## config.mk

```make
export PLATFORM = sky130hd
export DESIGN_NAME = fetch_pc_unit
export DESIGN_NICKNAME = d
export VERILOG_FILES = /design/src/rtl/fpc_pkg.sv /design/src/rtl/fpc_target_calc.sv /design/src/rtl/fpc_pc_reg.sv /design/src/rtl/fetch_pc_unit.sv
export SDC_FILE = /design/constraint.sdc
export NUM_CORES = 1
export LEC_CHECK = 0
export BUFFER_PORTS_ARGS = -buffer_cell sky130_fd_sc_hd__buf_2
export CAP_MARGIN = 10
export CORE_MARGIN = 2
export CORE_UTILIZATION = 51
export DETAILED_ROUTE_END_ITERATION = 12
export PLACE_DENSITY_LB_ADDON = 0.08
export SYNTH_ARGS = -nofsm -noshare
export SYNTH_HDL_FRONTEND = slang
export SYNTH_SLANG_ARGS = --single-unit
```

## constraint.sdc

```tcl
create_clock -name clk -period 8.3 [get_ports clk]
set_input_delay 0 -clock clk [delete_from_list [all_inputs] [get_ports clk]]
set_output_delay 0 -clock clk [all_outputs]
set_load 0.01 [all_outputs]
```

## src/rtl/fpc_pkg.sv

```systemverilog
`timescale 1ns/1ps
package fpc_pkg;
  localparam int XW      = 32;
  localparam int OPW     = 6;
  localparam int RW      = 5;
  localparam int IDXW    = 26;
  localparam int OFFW    = 16;
  localparam int REGIONW = XW - IDXW - 2;
  localparam logic [XW-1:0]  STEP     = XW'(4);
  localparam logic [OPW-1:0] OP_JMP   = 6'b000010;
  localparam logic [OPW-1:0] OP_CALL  = 6'b000011;
  localparam logic [OPW-1:0] OP_BREQ  = 6'b000100;
  localparam logic [RW-1:0]  LINK_REG = RW'(31);

  typedef enum logic [1:0] {K_OTHER, K_JMP, K_CALL, K_BREQ} flow_kind_e;

  function automatic logic [XW-1:0] seq_next(input logic [XW-1:0] pc);
    return pc + STEP;
  endfunction

  function automatic flow_kind_e kind_of(input logic [XW-1:0] word);
    case (word[XW-1 -: OPW])
      OP_JMP:  return K_JMP;
      OP_CALL: return K_CALL;
      OP_BREQ: return K_BREQ;
      default: return K_OTHER;
    endcase
  endfunction

  function automatic logic [XW-1:0] region_target(input logic [XW-1:0] nxt,
                                                  input logic [XW-1:0] word);
    return {nxt[XW-1 -: REGIONW], word[IDXW-1:0], 2'b00};
  endfunction

  function automatic logic [XW-1:0] rel_target(input logic [XW-1:0] nxt,
                                               input logic [XW-1:0] word);
    logic [XW-1:0] disp;
    disp = {{(XW-OFFW-2){word[OFFW-1]}}, word[OFFW-1:0], 2'b00};
    return nxt + disp;
  endfunction
endpackage

```

## src/rtl/fpc_target_calc.sv

```systemverilog
`timescale 1ns/1ps
module fpc_target_calc
  import fpc_pkg::*;
(
  input  logic [XW-1:0] word_i,
  input  logic [XW-1:0] pc_i,
  input  logic [XW-1:0] rs_i,
  input  logic [XW-1:0] rt_i,
  output logic          redir_o,
  output logic [XW-1:0] tgt_o,
  output logic          link_wr_o,
  output logic [XW-1:0] link_val_o,
  output logic [RW-1:0] link_reg_o
);
  flow_kind_e    kind;
  logic [XW-1:0] pc_next;
  logic          operands_equal;
  logic          is_abs;
  logic          is_rel_taken;

  assign kind           = kind_of(word_i);
  assign pc_next        = seq_next(pc_i);
  assign operands_equal = (rs_i == rt_i);
  assign is_abs         = (kind == K_JMP) || (kind == K_CALL);
  assign is_rel_taken   = (kind == K_BREQ) && operands_equal;

  always_comb begin
    redir_o    = 1'b0;
    tgt_o      = '0;
    link_wr_o  = 1'b0;
    link_val_o = '0;
    link_reg_o = '0;
    if (is_abs) begin
      redir_o = 1'b1;
      tgt_o   = region_target(pc_next, word_i);
    end else if (is_rel_taken) begin
      redir_o = 1'b1;
      tgt_o   = rel_target(pc_next, word_i);
    end
    if (kind == K_CALL) begin
      link_wr_o  = 1'b1;
      link_val_o = pc_next;
      link_reg_o = LINK_REG;
    end
  end

  always_comb begin
    if (is_abs)
      a_r6_region_kept: assert (tgt_o[XW-1 -: REGIONW] == pc_next[XW-1 -: REGIONW]
                                && tgt_o[1:0] == 2'b00);
    if (kind == K_BREQ && !operands_equal)
      a_r9_unequal_no_redirect: assert (!redir_o);
    if (link_wr_o)
      a_r7_link_is_call: assert (redir_o && link_reg_o == LINK_REG);
    if (!redir_o)
      a_r10_quiet_target: assert (tgt_o == '0 && !link_wr_o);
  end
endmodule

```

## src/rtl/fpc_pc_reg.sv

```systemverilog
`timescale 1ns/1ps
module fpc_pc_reg
  import fpc_pkg::*;
#(
  parameter logic [XW-1:0] RESET_ADDR = '0
) (
  input  logic          clk,
  input  logic          rst,
  input  logic          stall_i,
  input  logic          redir_i,
  input  logic [XW-1:0] tgt_i,
  output logic [XW-1:0] pc_o,
  output logic          en_o
);
  logic [XW-1:0] pc_q;
  logic          run_q;
  logic          take_redirect;
  logic          take_hold;

  assign take_redirect = run_q && redir_i;
  assign take_hold     = run_q && stall_i && !redir_i;

  always_ff @(posedge clk) begin
    if (rst) begin
      pc_q  <= RESET_ADDR;
      run_q <= 1'b0;
    end else begin
      run_q <= 1'b1;
      if (!run_q)             pc_q <= RESET_ADDR;
      else if (take_redirect) pc_q <= tgt_i;
      else if (!take_hold)    pc_q <= seq_next(pc_q);
    end
  end

  assign pc_o = pc_q;
  assign en_o = run_q;

  always_comb begin
    if (!run_q)
      a_r1_idle_at_reset_addr: assert (pc_q == RESET_ADDR || $isunknown(run_q));
  end

  a_r2_first_fetch: assert property (@(posedge clk) disable iff (rst)
    $rose(run_q) |-> pc_q == RESET_ADDR);

  a_r3_sequential: assert property (@(posedge clk) disable iff (rst)
    (run_q && !redir_i && !stall_i) |=> pc_q == $past(pc_q) + STEP);

  a_r4_redirect_wins: assert property (@(posedge clk) disable iff (rst)
    (run_q && redir_i) |=> pc_q == $past(tgt_i));

  a_r5_stall_holds: assert property (@(posedge clk) disable iff (rst)
    (run_q && stall_i && !redir_i) |=> $stable(pc_q));
endmodule

```

## src/rtl/fetch_pc_unit.sv

```systemverilog
`timescale 1ns/1ps
module fetch_pc_unit
  import fpc_pkg::*;
#(
  parameter logic [31:0] RESET_ADDR = 32'h0000_0000
) (
  input  logic        clk,
  input  logic        rst,
  input  logic        stall_i,
  input  logic        redir_i,
  input  logic [31:0] redir_tgt_i,
  output logic [31:0] imem_addr_o,
  output logic        imem_en_o,
  input  logic [31:0] dec_word_i,
  input  logic [31:0] dec_pc_i,
  input  logic [31:0] dec_rs_i,
  input  logic [31:0] dec_rt_i,
  output logic        calc_redir_o,
  output logic [31:0] calc_tgt_o,
  output logic        link_wr_o,
  output logic [31:0] link_val_o,
  output logic [4:0]  link_reg_o
);
  fpc_pc_reg #(.RESET_ADDR(RESET_ADDR)) u_pc (
    .clk     (clk),
    .rst     (rst),
    .stall_i (stall_i),
    .redir_i (redir_i),
    .tgt_i   (redir_tgt_i),
    .pc_o    (imem_addr_o),
    .en_o    (imem_en_o)
  );

  fpc_target_calc u_calc (
    .word_i     (dec_word_i),
    .pc_i       (dec_pc_i),
    .rs_i       (dec_rs_i),
    .rt_i       (dec_rt_i),
    .redir_o    (calc_redir_o),
    .tgt_o      (calc_tgt_o),
    .link_wr_o  (link_wr_o),
    .link_val_o (link_val_o),
    .link_reg_o (link_reg_o)
  );
endmodule

```

== Word level (Yosys, flattened, before mapping) ==
Index checks and enable logic that the tools add are counted.

* Mux-type cells: 11
* Multipliers: 0
* Order comparisons: 0
* Bitwise logic cells: 1
* Div/mod/pow operators: 0
* Shift-type cells: 0
* Reductions and logical operators: 7
* Eq/ne operators: 8
* Add/subtract/negate cells: 3

{| class="wikitable"
|+ Operators with widths
! cell !! number
|-
| $mux 32 || 5
|-
| $add 32x3->32 const B || 2
|-
| $add 32x32->32 || 1
|-
| $eq 32x32->1 || 1
|-
| $eq 6x2->1 const B || 2
|-
| $eq 6x3->1 const B || 1
|-
| $pmux 2 s3 || 1
|-
| $mux 5 || 1
|-
| $eq 2x2->1 const B || 2
|-
| $logic_and 1x1->1 || 4
|-
| $mux 1 || 4
|-
| $eq 2x1->1 const B || 1
|-
| $ne 2x1->1 const B || 1
|-
| $reduce_or 2->1 || 1
|-
| $logic_not 1->1 || 1
|-
| $logic_or 1x1->1 || 1
|-
| $not 1->1 || 1
|}

* Output and inout port bits: 104
* ROM bits: 0
* Latch bits: 0
* Word-level logic and storage cells: 32
* Register bits after elaboration: 33
* Input bits: 164
* Memory bits (writable): 0
* Memories: 0

== Logic depth before layout (Yosys ltp) ==
* Depth in word-level cells: 6
* Gate-level depth with buffers: 18
* Mapped depth without buffers: 17

== Modules after synthesis ==
Synthesis repeated with hierarchy kept, for this count alone.

* Cells, all modules: 750
* Area, all modules: 5343.9 um^2

{| class="wikitable"
|+ By module, submodules not included
! module !! instances !! area each (um^2) !! cells each !! sequential area each (um^2)
|-
| fpc_target_calc || 1 || 3316.9 || 480 || 0.0
|-
| fpc_pc_reg || 1 || 2026.9 || 270 || 660.6
|}

== Least setup slack after synthesis ==
No wires, ideal clock.

* Path type: input-to-output
* From: input port dec_pc_i[5]
* To: output port calc_tgt_o[28]
* Stages: 18
* Arrival: 3.023 ns
* Path buffers: 2
* Required time: 8.300 ns
* Path slack: 5.277 ns
* Path through: and3_1 > and2_1 > and3_1 > buf_2 > nand2_1 > nor2_1 > xor2_1 > ha_1 > clkbuf_1 > a21oi_1 > o21bai_1 > a21o_2 > a21o_1 > a21o_1 > a21o_1 > a21oi_1 > a21oi_1 > a211o_1

* Cells in the longest elaborated chain, start to end: 4

{| class="wikitable"
|+ RTL lines
! what !! RTL line !! text
|-
| from (decl) || fetch_pc_unit.sv:15 || <nowiki>input logic [31:0] dec_pc_i,</nowiki>
|-
| $add 32x3->32 * || fpc_pkg.sv:18 || <nowiki>return pc + STEP;</nowiki>
|-
| $add 32x32->32 || fpc_pkg.sv:39 || <nowiki>return nxt + disp;</nowiki>
|-
| $mux 32 || fpc_target_calc.sv:36 || <nowiki>end else if (is_rel_taken) begin</nowiki>
|-
| $mux 32 * || fpc_target_calc.sv:33 || <nowiki>if (is_abs) begin</nowiki>
|-
| to (decl) || fetch_pc_unit.sv:19 || <nowiki>output logic [31:0] calc_tgt_o,</nowiki>
|}

Every way passes the cells marked *; elsewhere a longest branch is shown, timed or not.

== Worst setup path after layout ==
* From: input port dec_pc_i[4]
* To: output port calc_tgt_o[31]

The elaborated chain is that of the path after synthesis.

==> flow_metrics.py <==
metrics = {
    "outcome": {
        "status": "finished clean",
    },
    "timing": {
        "rsz0062_at_grt": "no",
        "fin_crit_ns": 3.71,
        "slew_headroom": 0.215,
        "layout_worst_path_cycle_share": 0.446,
        "max_freq_mhz": 270,
        "fin_tns_setup_ns": 0,
        "fin_worst_skew_ns": 0.00833,
        "maxSlewViolCount": 0,
        "final-hold-violation-count": 0,
        "setup_violations": 0,
        "worstMarginPinSlew_ns": 1.17,
    },
    "clock_tree": {
        "cts_tree": "yes",
        "postCtsSetupRepairBufs": 0,
        "root_buffer": "clkbuf_8",
        "clk_latency_ns": 0.29,
        "htree_levels": 2,
        "clockBufferDepth": 2,
        "clkTransAtPathRegs_ns": 0.07,
        "clkSinkCount": 33,
        "cts_buffers": 5,
    },
    "critical_path": {
        "cp-end-kind": "primary output",
        "required_ns": 8.30,
        "startpoint_type": "input pin",
        "reg2regPathDepth": 9,
        "reg2reg_slack_ns": 5.79,
        "critical_path.max_fanout": 7,
        "r2r_start": "u_pc.pc_o[14]$_SDFFE_PP0P_",
        "critPathKind": "input pin to primary output",
        "cp.arrival_ns": 3.71,
        "worstReg2RegEnd": "u_pc.pc_o[28]$_SDFFE_PP0P_",
    },
    "synth": {
        "synth-seq-cells": 33,
        "netlist-cell-type-count": 67,
        "syn_area_sq_um": 5180,
        "synth_edf_count": 0,
        "syn_inst": 750,
        "syn-num-nets": 953,
        "yosys-mux-area-fraction": 0.00386,
        "synth_area_per_cell_sq_um": 6.91,
        "synth_warnings": 0,
        "synth_top_family_by_area": "simple AND/OR/NAND/NOR gates",
        "async_reset_ff_frac": 0,
        "synthSimpleGateAreaFrac": 0.319,
        "synth_adder_area_share": 0.0956,
        "synth_xor_area_frac": 0.134,
        "synth-compound-area-share": 0.263,
        "synth_seq_area_share": 0.127,
        "synth_top_flop_cell": "dfxtp_1",
    },
    "job": {
        "cap_violations": 0,
    },
    "global_routing": {
        "grt_pass1_vias": 5855,
        "overflow": 0,
        "grt_pass1_wl_um": 27200,
        "grt_max_degree": 49,
        "grt_antenna_before_repair": 0,
        "grt_usage": 0.292,
    },
    "die": {
        "start_util": 0.528,
        "core_sq_um": 9820,
        "ios": 268,
        "chipHeight_um": 105,
        "dieArea_sq_um": 11000,
        "num_rows": 36,
        "die_x_um": 105,
    },
    "route": {
        "avgViaCountPerCell": 5.62,
        "wl_per_cell_um": 15.0,
        "dr.pass1.iters": 5,
        "drt_iter0_drc": 269,
        "wl_um": 16900,
        "via_count": 6354,
        "drcViolationCount": 0,
        "ant_nets": 0,
    },
    "pwr": {
        "power.net_switching_mw": 0.221,
        "p_per_area_nw_per_um2": 90.2,
        "combPwrFrac": 0.452,
        "p_clk_frac": 0.269,
        "switching_share": 0.365,
        "seqPwrFrac": 0.278,
        "leakage_nw": 3.36,
        "intPower_mw": 0.384,
        "peakVddDrop_v": 0.0000986,
    },
    "worst_hold_path": {
        "hold_path_startpoint": "redir_tgt_i[30]",
        "hold_path_end": "u_pc.pc_o[30]$_SDFFE_PP0P_",
        "hp-class": "input pin to flip-flop",
        "holdPathStages": 3,
    },
    "layout": {
        "final_common_cell": "buf_2",
        "layout_common_cells": "buf_2 (267), nor2_1 (78), nand2_1 (67), xnor2_1 (51), a21oi_1 (50)",
        "final_util": 0.682,
        "diodes": 0,
        "fin_nets": 1199,
        "final_area_sq_um": 6700,
        "syn2layout_area_growth_pct": 29.3,
        "drive_gt1_frac": 0.289,
    },
    "placed_design": {
        "dpl-instance-area_sq_um": 6530,
        "port_buffers": 267,
        "globalplace.congestion": 0.945,
        "dp.final_hpwl_um": 13500,
    },
}
## through the flow
stage,power [mW],std cells,worst slack (ns),hold slack (ns)
after floorplan,0.348,750,5.28,0.0464
after global placement,0.439,1117,4.74,0.166
after detailed placement,0.440,1117,4.67,0.165
after CTS,0.603,1130,4.66,0.0218
after global routing,0.645,1130,4.28,0.0406
final,0.605,1130,4.59,0.0205
## cells by family after synthesis
| kind of cell | Yosys count |
|---|---|
| AO/OA/AOI/OAI | 206 |
| AND/OR/NAND/NOR | 323 |
| flip-flops | 33 |
| XOR/XNOR | 79 |
| adder cells (fa/ha/maj) | 39 |
| multiplexers | 2 |
| buffers and inverters | 68 |
## repair_timing
| action | CTS | global route |
|---|---|---|
| hold endpoints to repair | 5 | 0 |
| resized for setup | 0 | 0 |
| hold buffers | 5 | 0 |
## per-layer routing
metal,global-route usage,vias up,share of wire
li1,-,3194,-
met1,0.350,2895,0.41
met2,0.528,235,0.49
met3,0.0555,30,0.072
met4,0.0819,0,0.024
met5,0,-,0
## power groups by stage
stage                     clock network, mW  logic (mW)  registers, mW
after floorplan                           0       0.175          0.173
after global placement                    0       0.267          0.172
after detailed placement                  0       0.268          0.172
after CTS                             0.163       0.272          0.168
after global routing                  0.172       0.304          0.169
final                                 0.163       0.273          0.168
## registers in the layout, summed over array words and instances (netlist names)
register   flops
u_pc.en_o      1
u_pc.pc_o     32
## worst max-delay path: stages
cell,delay [ns]
buf_2,0.11
and3_1,0.17
and2_1,0.22
and3_1,0.30
nand2_1,0.13
nor2_1,0.38
nand3_1,0.16
xnor2_1,0.16
ha_1,0.39
and3_1,0.25
o211ai_1,0.13
nor2_1,0.13
a31oi_1,0.13
a21o_1,0.21
a311oi_1,0.34
nand3_1,0.13
o311ai_1,0.16
buf_2,0.20
## cell usage after synthesis (all sizes together), types with 12 or more instances
cell    instances  area, sq um
xnor2          51          447
a21oi          51          259
nor2           79          297
nand2          67          251
ha             38          475
clkbuf         26          118
a21o           16          121
inv            31          116
nor3           16         85.1
nand4          19          125
xor2           28          245
and2           39          244
dfxtp          33          661
a211oi         16          125
nand3          36          180
o21ai          47          235
and3           23          144
a22o           12          105
## final cells by class
type | instances | area (sq um)
fill | 968 | 3120
inverter | 32 | 120
sequential | 33 | 661
clock inverter | 2 | 37.5
clock buffer | 6 | 82.6
multi-input combinational | 649 | 4230
tap | 133 | 166
timing repair buffer | 275 | 1410
## worst max path at each step
stage	cells past startpoint	slack, ns	end	start
4_1_cts	18	4.66	calc_tgt_o[31]	dec_pc_i[4]
6_report	18	4.59	calc_tgt_o[31]	dec_pc_i[4]
3_5_place_dp	18	4.67	calc_tgt_o[31]	dec_pc_i[4]
5_1_grt	18	4.28	calc_tgt_o[31]	dec_pc_i[4]
2_1_floorplan	18	5.28	calc_tgt_o[28]	dec_pc_i[5]
3_3_place_gp	18	4.74	calc_tgt_o[31]	dec_pc_i[4]
Note: power is estimated with default switching activity, not from simulation.
